--- src/rtl/twi_pkg.sv ---
package twi_pkg;
  typedef enum logic [2:0] {
    ST_IDLE,
    ST_DEV,
    ST_WADDR,
    ST_WDATA,
    ST_ACK,
    ST_TX,
    ST_RACK
  } twi_state_e;
endpackage

--- src/rtl/twi_deglitch.sv ---
module twi_deglitch #(
  parameter int SYNC_STAGES = 2
) (
  input  logic clk,
  input  logic rst,
  input  logic din,
  output logic dout
);
  logic [SYNC_STAGES-1:0] sync_q;
  logic [2:0]             hist_q;

  always_ff @(posedge clk) begin
    if (rst) begin
      sync_q <= '1;
      hist_q <= '1;
      dout   <= 1'b1;
    end else begin
      sync_q <= {sync_q[SYNC_STAGES-2:0], din};
      hist_q <= {hist_q[1:0], sync_q[SYNC_STAGES-1]};
      dout   <= (hist_q[0] & hist_q[1]) | (hist_q[0] & hist_q[2]) | (hist_q[1] & hist_q[2]);
    end
  end
endmodule

--- src/rtl/twi_store.sv ---
module twi_store #(
  parameter int ADDR_W    = 7,
  parameter int PAGE_W    = 3,
  parameter int WR_CYCLES = 500000
) (
  input  logic                     clk,
  input  logic                     rst,
  input  logic [ADDR_W-1:0]        raddr,
  output logic [7:0]               rdata,
  input  logic                     bw_en,
  input  logic [PAGE_W-1:0]        bw_idx,
  input  logic [7:0]               bw_data,
  input  logic                     buf_clear,
  input  logic                     commit_req,
  input  logic [ADDR_W-PAGE_W-1:0] commit_row,
  output logic                     busy,
  output logic                     mem_we
);
  localparam int DEPTH = 1 << ADDR_W;
  localparam int PAGE  = 1 << PAGE_W;
  localparam int ROW_W = ADDR_W - PAGE_W;
  localparam int CNT_W = $clog2(WR_CYCLES + 1);

  logic [7:0]        mem_q  [DEPTH];
  logic [7:0]        page_q [PAGE];
  logic [PAGE-1:0]   valid_q;
  logic [CNT_W-1:0]  tcnt_q;
  logic [ROW_W-1:0]  row_q;
  logic              busy_q;
  logic [PAGE_W-1:0] cidx;
  logic [ADDR_W-1:0] waddr;

  initial begin
    for (int i = 0; i < DEPTH; i++) mem_q[i] = 8'h00;
  end

  assign cidx   = tcnt_q[PAGE_W-1:0];
  assign mem_we = busy_q && (tcnt_q < CNT_W'(PAGE)) && valid_q[cidx];
  assign waddr  = {row_q, cidx};
  assign busy   = busy_q;

  always_ff @(posedge clk) begin
    if (rst) begin
      busy_q  <= 1'b0;
      valid_q <= '0;
      tcnt_q  <= '0;
      row_q   <= '0;
    end else if (busy_q) begin
      tcnt_q <= tcnt_q + 1'b1;
      if (tcnt_q == CNT_W'(WR_CYCLES - 1)) begin
        busy_q  <= 1'b0;
        valid_q <= '0;
      end
    end else if (commit_req) begin
      busy_q <= 1'b1;
      tcnt_q <= '0;
      row_q  <= commit_row;
    end else if (buf_clear) begin
      valid_q <= '0;
    end else if (bw_en) begin
      valid_q[bw_idx] <= 1'b1;
    end
  end

  always_ff @(posedge clk) begin
    if (bw_en && !busy_q) page_q[bw_idx] <= bw_data;
  end

  always_ff @(posedge clk) begin
    if (mem_we) mem_q[waddr] <= page_q[cidx];
    rdata <= mem_q[raddr];
  end
endmodule

--- src/rtl/twi_engine.sv ---
module twi_engine
  import twi_pkg::*;
#(
  parameter int         ADDR_W   = 7,
  parameter int         PAGE_W   = 3,
  parameter logic [3:0] DEV_CODE = 4'b1010
) (
  input  logic                     clk,
  input  logic                     rst,
  input  logic                     scl,
  input  logic                     sda,
  input  logic [2:0]               strap,
  input  logic                     busy,
  input  logic [7:0]               rdata,
  output logic [ADDR_W-1:0]        ptr,
  output logic                     bw_en,
  output logic [PAGE_W-1:0]        bw_idx,
  output logic [7:0]               bw_data,
  output logic                     buf_clear,
  output logic                     commit_req,
  output logic [ADDR_W-PAGE_W-1:0] commit_row,
  output logic                     sda_oe
);
  twi_state_e state_q, after_ack_q;
  logic       scl_q, sda_q;
  logic [3:0] cnt_q;
  logic [7:0] sh_q, tx_q;
  logic       have_data_q, mack_q;
  logic       scl_rise, scl_fall, start_c, stop_c;

  assign scl_rise   = scl & ~scl_q;
  assign scl_fall   = ~scl & scl_q;
  assign start_c    = scl & scl_q & sda_q & ~sda;
  assign stop_c     = scl & scl_q & ~sda_q & sda;
  assign commit_row = ptr[ADDR_W-1:PAGE_W];

  always_ff @(posedge clk) begin
    if (rst) begin
      state_q     <= ST_IDLE;
      after_ack_q <= ST_IDLE;
      scl_q       <= 1'b1;
      sda_q       <= 1'b1;
      cnt_q       <= '0;
      sh_q        <= '0;
      tx_q        <= '0;
      have_data_q <= 1'b0;
      mack_q      <= 1'b0;
      ptr         <= '0;
      bw_en       <= 1'b0;
      bw_idx      <= '0;
      bw_data     <= '0;
      buf_clear   <= 1'b0;
      commit_req  <= 1'b0;
      sda_oe      <= 1'b0;
    end else begin
      scl_q      <= scl;
      sda_q      <= sda;
      bw_en      <= 1'b0;
      buf_clear  <= 1'b0;
      commit_req <= 1'b0;
      if (busy) begin
        state_q <= ST_IDLE;
        sda_oe  <= 1'b0;
      end else if (start_c) begin
        state_q     <= ST_DEV;
        cnt_q       <= '0;
        sda_oe      <= 1'b0;
        buf_clear   <= 1'b1;
        have_data_q <= 1'b0;
      end else if (stop_c) begin
        commit_req  <= have_data_q;
        have_data_q <= 1'b0;
        state_q     <= ST_IDLE;
        sda_oe      <= 1'b0;
      end else begin
        case (state_q)
          ST_DEV, ST_WADDR, ST_WDATA: begin
            if (scl_rise && cnt_q != 4'd8) begin
              sh_q  <= {sh_q[6:0], sda};
              cnt_q <= cnt_q + 1'b1;
            end else if (scl_fall && cnt_q == 4'd8) begin
              cnt_q <= '0;
              if (state_q == ST_DEV) begin
                if (sh_q[7:4] == DEV_CODE && sh_q[3:1] == strap) begin
                  sda_oe      <= 1'b1;
                  state_q     <= ST_ACK;
                  after_ack_q <= sh_q[0] ? ST_TX : ST_WADDR;
                end else begin
                  state_q <= ST_IDLE;
                end
              end else if (state_q == ST_WADDR) begin
                ptr         <= sh_q[ADDR_W-1:0];
                sda_oe      <= 1'b1;
                state_q     <= ST_ACK;
                after_ack_q <= ST_WDATA;
              end else begin
                bw_en       <= 1'b1;
                bw_idx      <= ptr[PAGE_W-1:0];
                bw_data     <= sh_q;
                ptr         <= {ptr[ADDR_W-1:PAGE_W], PAGE_W'(ptr[PAGE_W-1:0] + 1'b1)};
                have_data_q <= 1'b1;
                sda_oe      <= 1'b1;
                state_q     <= ST_ACK;
                after_ack_q <= ST_WDATA;
              end
            end
          end
          ST_ACK: begin
            if (scl_fall) begin
              cnt_q <= '0;
              if (after_ack_q == ST_TX) begin
                tx_q    <= rdata;
                ptr     <= ptr + 1'b1;
                sda_oe  <= ~rdata[7];
                state_q <= ST_TX;
              end else begin
                sda_oe  <= 1'b0;
                state_q <= after_ack_q;
              end
            end
          end
          ST_TX: begin
            if (scl_fall) begin
              if (cnt_q == 4'd7) begin
                sda_oe  <= 1'b0;
                state_q <= ST_RACK;
              end else begin
                cnt_q  <= cnt_q + 1'b1;
                tx_q   <= {tx_q[6:0], 1'b0};
                sda_oe <= ~tx_q[6];
              end
            end
          end
          ST_RACK: begin
            if (scl_rise) mack_q <= ~sda;
            if (scl_fall) begin
              cnt_q <= '0;
              if (mack_q) begin
                tx_q    <= rdata;
                ptr     <= ptr + 1'b1;
                sda_oe  <= ~rdata[7];
                state_q <= ST_TX;
              end else begin
                state_q <= ST_IDLE;
              end
            end
          end
          default: ;
        endcase
      end
    end
  end
endmodule

--- src/rtl/twi_mem_slave.sv ---
module twi_mem_slave #(
  parameter int         ADDR_W      = 7,
  parameter int         PAGE_W      = 3,
  parameter logic [3:0] DEV_CODE    = 4'b1010,
  parameter int         WR_CYCLES   = 500000,
  parameter int         SYNC_STAGES = 2
) (
  input  logic       clk,
  input  logic       rst,
  input  logic       scl_i,
  input  logic       sda_i,
  input  logic [2:0] strap_i,
  output logic       sda_oe_o
);
  localparam int ROW_W = ADDR_W - PAGE_W;

  logic [1:0]        raw, filt;
  logic              scl_f, sda_f;
  logic [ADDR_W-1:0] ptr;
  logic [7:0]        rdata, bw_data;
  logic [PAGE_W-1:0] bw_idx;
  logic [ROW_W-1:0]  commit_row;
  logic              bw_en, buf_clear, commit_req, busy, mem_we;

  assign raw   = {sda_i, scl_i};
  assign scl_f = filt[0];
  assign sda_f = filt[1];

  for (genvar g = 0; g < 2; g++) begin : g_line
    twi_deglitch #(.SYNC_STAGES(SYNC_STAGES)) u_dg (
      .clk(clk), .rst(rst), .din(raw[g]), .dout(filt[g])
    );
  end

  twi_engine #(.ADDR_W(ADDR_W), .PAGE_W(PAGE_W), .DEV_CODE(DEV_CODE)) u_eng (
    .clk(clk), .rst(rst), .scl(scl_f), .sda(sda_f), .strap(strap_i),
    .busy(busy), .rdata(rdata), .ptr(ptr), .bw_en(bw_en), .bw_idx(bw_idx),
    .bw_data(bw_data), .buf_clear(buf_clear), .commit_req(commit_req),
    .commit_row(commit_row), .sda_oe(sda_oe_o)
  );

  twi_store #(.ADDR_W(ADDR_W), .PAGE_W(PAGE_W), .WR_CYCLES(WR_CYCLES)) u_store (
    .clk(clk), .rst(rst), .raddr(ptr), .rdata(rdata), .bw_en(bw_en),
    .bw_idx(bw_idx), .bw_data(bw_data), .buf_clear(buf_clear),
    .commit_req(commit_req), .commit_row(commit_row), .busy(busy),
    .mem_we(mem_we)
  );
endmodule

--- config.mk ---
export PLATFORM = sky130hd
export DESIGN_NAME = twi_mem_slave
export DESIGN_NICKNAME = d
export VERILOG_FILES = /design/src/rtl/twi_pkg.sv /design/src/rtl/twi_deglitch.sv /design/src/rtl/twi_store.sv /design/src/rtl/twi_engine.sv /design/src/rtl/twi_mem_slave.sv
export SDC_FILE = /design/constraint.sdc
export NUM_CORES = 1
export LEC_CHECK = 0
export BUFFER_PORTS_ARGS = -buffer_cell sky130_fd_sc_hd__buf_2
export CORE_MARGIN = 3
export CORE_UTILIZATION = 50
export CTS_BUF_LIST = sky130_fd_sc_hd__clkbuf_4 sky130_fd_sc_hd__clkbuf_8
export CTS_CLUSTER_SIZE = 20
export DETAILED_ROUTE_END_ITERATION = 8
export PLACE_DENSITY = 0.74
export SLEW_MARGIN = 25
export SYNTH_ARGS = -nofsm -noshare
export SYNTH_HDL_FRONTEND = slang
export SYNTH_SLANG_ARGS = --single-unit
--- constraint.sdc ---
create_clock -name clk -period 6.9 [get_ports clk]
set_input_delay 0.345 -clock clk [delete_from_list [all_inputs] [get_ports clk]]
set_output_delay 0.345 -clock clk [all_outputs]
set_load 0.03 [all_outputs]
# Yosys cells after proc, flatten, opt, wreduce, memory -nomap -nowiden
# Memories as Yosys holds them, arrays and structs flattened. A register that Yosys moved wholly into a read port is not among the register bits.
# Index checks and enable logic that the tools add are counted.
word_totals:
  register_bits: 95
  ram_bits: 1088
  inputBits: 7
  out_inout_bits: 1
  word_cells: 229
  mem_count: 2
memory_table:
  columns: ["name", "words", "width", "read_ports", "rd_clocked_by_memory_dff", "wr", "line_no", "source"]
  rows:
  - ["u_store.mem_q", 128, 8, 1, 1, 1, "twi_store.sv:24", "logic [7:0] mem_q [DEPTH];"]
  - ["u_store.page_q", 8, 8, 1, 1, 1, "twi_store.sv:25", "logic [7:0] page_q [PAGE];"]
classes:
  addsub: 4
  magnitude_cmp: 4
  eq_ne: 42
  mux: 80
  n_bitwise: 32
  n_reduce_logical: 37
op_table:
  columns: ["operator", "n"]
  rows:
  - ["$mux 7", 14]
  - ["$mux 3", 15]
  - ["$pmux 7 s3", 2]
  - ["$mux 8", 5]
  - ["$mux 19", 2]
  - ["$mux 1", 30]
  - ["$mux 4", 7]
  - ["$reduce_and 7->1", 4]
  - ["$ne 4x1->1 const B", 6]
  - ["$ne 2x1->1 const B", 10]
  - ["$add 19x1->19 const B", 1]
  - ["$eq 19x19->1 const B", 1]
  - ["$lt 19x4->1 const B", 1]
  - ["$reduce_and 8->1", 2]
  - ["$ne 3x1->1 const B", 5]
  - ["$reduce_bool 3->1", 5]
  - ["$not 1->1", 14]
  - ["$and 1x1->1", 13]
  - ["$eq 3x3->1 const B", 4]
  - ["$pmux 3 s4", 1]
  - ["$pmux 4 s3", 1]
  - ["$reduce_and 12->1", 1]
  - ["$reduce_and 11->1", 1]
  - ["$ne 2x2->1 const B", 5]
  - ["other kinds (33)", 49]

# Depth between registers and ports, before layout
# Gate-level depths: netlist (run 1).
logic_depth:
  word_depth: 9
  ltp_mapped: 10
  ltp_nobuf: 8

# Modules after synthesis
# A second synthesis (run 1) with hierarchy kept.
hier_totals:
  hier_cells: 2260
  hier_area_um2: 46550.9
by_module_without_submodules:
  columns: ["module", "instances", "cells_per_inst", "area_per_inst_um2", "seq_area_each_um2"]
  rows:
  - ["twi_store", 1, 1919, 43638.1, 33532.2]
  - ["twi_engine", 1, 313, 2567.5, 1021.0]
  - ["twi_deglitch", 2, 14, 172.7, 120.1]

# Least setup slack after synthesis (run 1)
# Ideal clock, no wire load.
synth_timing:
  path_type: "register to register"
  from: "reg (tool-made name)"
  to: "mem u_store.mem_q[0][0] (data pin)"
  setup_time_ns: 0.440
  arrival_time_ns: 2.456
  required_time_ns: 6.460
  setup_slack_ns: 4.003
  path_stages_with_launch: 5
  n_path_buf: 2
  synth_period_minus_slack_ns: 2.897
  cell_sequence: "dfxtp_1 -> clkbuf_1 -> buf_1 -> mux4_2 -> mux2_2"
synth_lines:
  columns: ["item", "line_no"]
  rows:
  - ["to (decl)", "twi_store.sv:24"]

==> results of run 1 <==
worst max path at each step:
stage | from | end | slack [ns] | cells after the start
5_1_grt | u_eng.ptr[0]$_SDFFE_PP0P_ | u_store.rdata[6]$_DFF_P_ | 2.80 | 7
3_3_place_gp | u_eng.ptr[2]$_SDFFE_PP0P_ | u_store.rdata[2]$_DFF_P_ | 3.09 | 8
6_report | u_eng.ptr[2]$_SDFFE_PP0P_ | u_store.rdata[2]$_DFF_P_ | 2.90 | 8
2_1_floorplan | flop | u_store.mem_q[0][0]$_DFFE_PP_ | 4.00 | 4
3_5_place_dp | u_store.busy$_SDFF_PP0_ | u_store.mem_q[35][7]$_DFFE_PP_ | 3.01 | 6
4_1_cts | u_store.busy$_SDFF_PP0_ | u_store.mem_q[83][4]$_DFFE_PP_ | 3.01 | 6
synthesized netlist by cell type, drive strengths merged, types with 2 or more instances:
library cell and number:
xnor2 3, mux2 27, nor2b 18, nand2 73
inv 12, a211oi 49, o221ai 10, nand4 11
o21ai 28, and3b 2, o32a 8, a21oi 71
a31oi 9, a21o 2, dfxtp 106, a22oi 55
mux2i 165, and3 6, o31a 3, nand2b 13
and2 6, nand3b 4, o211ai 19, a311oi 5
nand3 40, or2 17, edfxtp 1088, o2111ai 3
a2111oi 8, o22ai 15, o21a 6, clkbuf 64
nor2 227, xor2 5, mux4 208, a22o 16
or3 5, ha 4, o32ai 2, or4 7
a221oi 3, nor3 21, o31ai 4, buf 75
nor3b 4
power groups by stage:
stage          Combinational, W  Sequential (W)  Clock (W)
2_1_floorplan        0.00000980         0.00793          0
3_3_place_gp          0.0000136         0.00792          0
3_5_place_dp          0.0000142         0.00792          0
4_1_cts               0.0000152         0.00777    0.00593
5_1_grt               0.0000167         0.00777    0.00628
6_report              0.0000152         0.00777    0.00586
layer usage:
layer / vias to the layer above / wire [microns] / global-route usage (%)
met2: 1453 / 52500 / 35.3
met5: - / 0 / 0
met1: 12900 / 43100 / 31.5
li1: 10500 / - / -
met3: 246 / 10500 / 5.24
met4: 0 / 3740 / 8.87
cell families (layout without fill, tap and decap cells):
group / count (synthesis) / count (layout)
DFF: 1194 / 1194
xor gates and xnor gates: 8 / 8
and+or+nand+nor: 457 / 457
adders and majority gates: 4 / 4
buffers and inverters: 152 / 382
muxes: 400 / 400
other: 0 / 3
AOI/OAI and AO/OA: 323 / 323
critical path, cell delays in order (launching register included):
cell and delay [ns]:
dfxtp_2 0.34, buf_4 0.66, nor2b_4 0.74, buf_4 0.48, nand2_1 0.17, o22ai_1 0.28
a211oi_1 0.13, a211oi_1 0.82, o32a_1 0.30
final cells by class:
class / count / area [sq um] / share of cell area (%)
clock buffers: 253 / 3060 / 5.94
flip-flops and latches: 1194 / 34800 / 67.5
clock inverters: 73 / 601 / 1.16
multi-input cells: 1192 / 11100 / 21.6
diodes: 3 / 7.51 / 0.0146
inverters: 13 / 48.8 / 0.0946
repair buffers: 43 / 360 / 0.699
well taps: 1243 / 1560 / 3.02
per-stage QoR:
step                instances  total power [W]  hold slack (ns)  utilization, %
floorplan                2538          0.00794            0.389               -
global placement         3683          0.00794            0.396            52.1
detailed placement       3683          0.00794            0.396            52.1
CTS                      4011           0.0137           0.0948            56.1
global route             4013           0.0141            0.174            56.1
finish                   4014           0.0136            0.163            56.1
registers in the layout (all words and copies together), names as in the netlist, 2 cells and up, named ones only:
register and flops:
u_store.mem_q 1024, u_eng.cnt_q 4, u_store.page_q 64, u_eng.bw_idx 3
u_eng.tx_q 7, g_line.u_dg.sync_q 4, u_eng.sh_q 8, u_store.row_q 4
g_line.u_dg.dout 2, u_eng.state_q 3, u_store.rdata 8, u_eng.bw_data 8
u_eng.after_ack_q 3, u_store.tcnt_q 19, u_store.valid_q 8, g_line.u_dg.hist_q 6
u_eng.ptr 7
layout by cell type (no fill, tap or decap), drive strengths merged, types with 18 or more instances in the layout:
cell and instances:
clkinv 56, a22oi 55, a211oi 49, buf 41, nor2 227, a21oi 71
nand2 73, inv 21, nor2b 18, edfxtp 1088, o211ai 19, dfxtp 106
nand3 40, mux4 208, mux2i 165, mux2 27, clkbuf 253, o21ai 28
nor3 21
==> metrics.txt, run 1 <==
critical path data required time=7.67 ns; Layout Skew=0.0539 ns; vias in the first global route=25200; first-pass GRT wire length=165000 microns; CTS resizes=0; nets=2636; Vert. Die Dim=311 microns; Worst Hold Path EP=u_eng.sh_q[6]$_SDFFE_PP0P_; remaining antenna violation count after routing=0; FP Rows=111; Post-CTS Hold Fix Bufs=2; P_sw=roughly 0.0027 W; Max VDD drop=~0.27 mV; CTS tree=done; placed cell areas=47900 sq um; f_max=250 MHz; multiplexer share of the synthesized area=14.3%; min Tclk post-route=approximately 4.0 ns; Hold Path Class=input pin to flop; pwr/cell area=265 nW/um^2; Setup TNS=0 ns; DRC=0; clock root buffer=clkbuf_8; max_cap viols=0; Cells after Synth=2538; Worst Setup End Kind=flop; GRT overflow=0; main flop type after synthesis=edfxtp_1; CTS H-Tree Depth=4; worst setup margin=2.90 ns; Post-CTS Setup Bufs=0; core area=91900 sq um; Max Slew Vio Count=0; slew margin rel.=between 20% and 30%; gr usage total=22.7%; Min-Delay Startpoint=rst; Reg2Reg Setup Slack=2.90 ns; post-synthesis compound-gate area fraction=a little under 5%; post-synthesis xor/xnor area fraction=0.151%; worst r2r src=u_eng.ptr[2]$_SDFFE_PP0P_; Starting Density=50.6%; Worst Path Arrival=4.77 ns; DR pass1 iterations=6; Synth Area in Simple Gates=under 10%; final period utilization=58.0%; total CTS buffers=181; RSZ-0062 raised after global routing=no; Clk pwr share=42.9%; adder and majority cell fraction of the synthesized area=0.108%; Fillers=6806; WL final=110000 microns; DP HPWL=about 66000 microns; Static Leak=15.5 nW; die width=311 microns; Worst Setup Start Kind=flop; Synth area leader=edfxtp_1; net switching fraction of the power=19.9%; post-synth top area share=70.2%; routed vias/inst=6.26; fin area=51600 sq um; total vias in the final route=25100; syn nets=2549; die area=96800 sq um; Comb pwr share=less than 1%; Int Power=0.0109 W; Iteration-0 DRC Markers=approximately 2600; cells on worst reg2reg path=8; clock sinks=1194; GP Congestion=0.884; setup violators final=0; top-level I/O count=8; Seq/Total Area, Yosys=74.7%; Reg power frac=56.9%; layout cells sized above 1=~22%; Hold Vio Cnt, Final=0; synth unique cells=62; CP Class=flop to flop; FF-to-FF End=u_store.rdata[2]$_DFF_P_; hold depth=3; synth warn=0; WL/cell=27.4 microns; pre-CTS setup slack=3.01 ns; top cells by area, synth=edfxtp_1 70%, mux4_2 10%, dfxtp_1 4.6%, mux2i_1 3.5%, nor2_1 1.8%; largest family of logic cells by synthesized area=multiplexers; status=completed; Crit Path Max Fanout=47; area grow syn2layout=10.8%; PortBufs=7; worst-margin pin slew=1.06 ns; register bit count reported by yosys=1194; deepest clock path buffer count=3; Syn Area/Cell=~18 sq um; asr flop ratio synth=0%; EDFF count, synth=1088; initial antenna violation count=2; largest net degree at the start of global routing=roughly 120; Post-Syn Area=46600 sq um; Worst-Skew Late Latency=0.86 ns; Worst-path clk slew=0.07 ns
No activity file was read; power rests on OpenSTA's default activity.
==> run 2, diff against run 1 <==
==> constraint.sdc (replaced) <==
create_clock -name clk -period 3.8 [get_ports clk]
set_input_delay 0.19 -clock clk [delete_from_list [all_inputs] [get_ports clk]]
set_output_delay 0.19 -clock clk [all_outputs]
set_load 0.03 [all_outputs]
==> run 2 against run 1 <==
Compared with the run above:
- sequential power is 81% higher
- worst setup slack got worse by 2.5 ns
- clock skew increased by 0.020 ns
- via count grew 1.2%
- die area is the same
- final cell count increased by 1.7%
- power up 83%
==> metrics.txt, run 2 (synthesized netlist as in run 1, its figures left out) <==
Min-Delay Startpoint=strap_i[0]; RSZ-0062 raised after global routing=no; Iteration-0 DRC Markers=around 3100; Crit Path Max Fanout=47; cells on worst reg2reg path=7; Layout Skew=0.0740 ns; FP Rows=111; Fillers=6792; DRC=0; setup violators final=0; Setup TNS=0 ns; Worst Path Arrival=4.07 ns; Max VDD drop=0.427 mV; CTS H-Tree Depth=4; vias in the first global route=25900; slew margin rel.=about a third; max_cap viols=0; DR pass1 iterations=6; total CTS buffers=183; nets=2701; status=completed; GRT overflow=0; Starting Density=50.6%; max FFs per register=roughly 1000; layout cells sized above 1=23.1%; first-pass GRT wire length=166000 microns; Post-CTS Hold Fix Bufs=6; deepest clock path buffer count=3; CTS tree=done; PortBufs=7; gr usage total=between 20% and 30%; DR WL met2=53200 microns; min Tclk post-route=3.36 ns; DP HPWL=68000 microns; Vert. Die Dim=311 microns; Worst Setup Start Kind=flop; remaining antenna violation count after routing=0; core area=around 92000 sq um; Worst Setup End Kind=flop; pwr/cell area=about 480 nW/um^2; GP Congestion=0.877; Static Leak=between 15 and 20 nW; die area=96800 sq um; die width=311 microns; commonest non-fill, non-tap cells in the layout=1088 x edfxtp_1, 226 x nor2_1, 208 x mux4_2; Reg2Reg Setup Slack=0.44 ns; WL/cell=27.0 microns; Worst-Skew Late Latency=0.85 ns; largest registers=u_store.mem_q (1024), u_store.page_q (64), u_store.tcnt_q (19); final period utilization=88.3%; critical path data required time=4.52 ns; Multi-input gate area=11100 sq um; Post-CTS Setup Bufs=0; WL met1=about 42000 microns; Hold Path Class=input pin to flop; final core occ=56.9%; largest net degree at the start of global routing=just under 100; Hold Vio Cnt, Final=0; CP Class=flop to flop; worst-margin pin slew=1.00 ns; CTS resizes=0; f_max=just under 300 MHz; hold depth=7; WL final=110000 microns; clock root buffer=clkbuf_8; top-level I/O count=8; Worst-path clk slew=around 0.06 ns; total chip power=0.0249 W; metal3 WL=10100 microns; clock sinks=1194; FF-to-FF End=u_store.rdata[7]$_DFF_P_; Reg area=34800 sq um; worst r2r src=u_eng.ptr[1]$_SDFFE_PP0P_; Worst Hold Path EP=u_eng.sda_oe$_SDFFE_PP0P_; commonest non-fill, non-tap cell in the layout=edfxtp_1; Max Slew Vio Count=0; largest register by flop count=u_store.mem_q; routed vias/inst=6.23; max layer used=met4; total vias in the final route=25400; area grow syn2layout=12.3%; initial antenna violation count=1
==> run 2: changes by cell type in the layout (fill, tap and decap cells not counted), moves of 4 or more <==
cell	previous run	this run
buf_4	30	77
clkbuf_4	67	50
clkinv_2	12	27
buf_12	4	16
clkbuf_8	186	194
clkinv_1	40	36
clkinvlp_4	2	6
dlygate4sd3_1	2	6
nand2_1	69	73
nand2_2	4	0
==> run 2: power breakdown <==
group          internal [W]  switching, W
clock network       0.00581       0.00499
logic             0.0000105     0.0000211
registers            0.0141    0.00000139
==> run 2: layer usage <==
layer	up-vias	global-route usage (%)
li1	10600	-
met1	13000	30.8
met2	1446	36.5
met3	322	5.05
met4	0	10.1
met5	-	0
==> run 2: critical path, stage by stage, from the launching register on <==
cell and delay, ns:
dfxtp_4 0.95, buf_12 0.31, buf_4 0.25, mux2i_1 0.26, o221ai_1 0.23, a211oi_1 0.72
a211oi_1 0.18, o32a_1 0.28
==> run 2: worst max-delay path by stage <==
stage	start	endpoint	slack (ns)	cells after the start
floorplan	flop	u_store.mem_q[0][0]$_DFFE_PP_	0.90	4
global placement	u_eng.ptr[0]$_SDFFE_PP0P_	u_store.rdata[7]$_DFF_P_	0.57	7
detailed placement	u_eng.ptr[1]$_SDFFE_PP0P_	u_store.rdata[7]$_DFF_P_	0.54	7
CTS	u_eng.ptr[0]$_SDFFE_PP0P_	u_store.rdata[7]$_DFF_P_	0.52	7
global route	u_eng.ptr[0]$_SDFFE_PP0P_	u_store.rdata[7]$_DFF_P_	0.40	7
finish	u_eng.ptr[1]$_SDFFE_PP0P_	u_store.rdata[7]$_DFF_P_	0.44	7
==> run 2: stage by stage <==
stage | worst slack (ns) | area [sq um] | instances | hold WS [ns]
3_3_place_gp | 0.573 | 48500 | 3742 | 0.381
2_1_floorplan | 0.903 | 46600 | 2538 | 0.294
5_1_grt | 0.402 | 52300 | 4080 | 0.102
4_1_cts | 0.523 | 52300 | 4079 | 0.0112
3_5_place_dp | 0.539 | 48500 | 3742 | 0.378
6_report | 0.444 | 52300 | 4083 | 0.103
==> run 2: cell type report <==
class / count / area share (%)
multi-input combinational: 1192 / 21.3
clock inverter: 87 / 1.35
sequential: 1194 / 66.6
antenna: 4 / 0.0191
inverter: 13 / 0.0933
tap: 1243 / 2.98
clock buffer: 244 / 5.83
timing repair buffer: 106 / 1.90
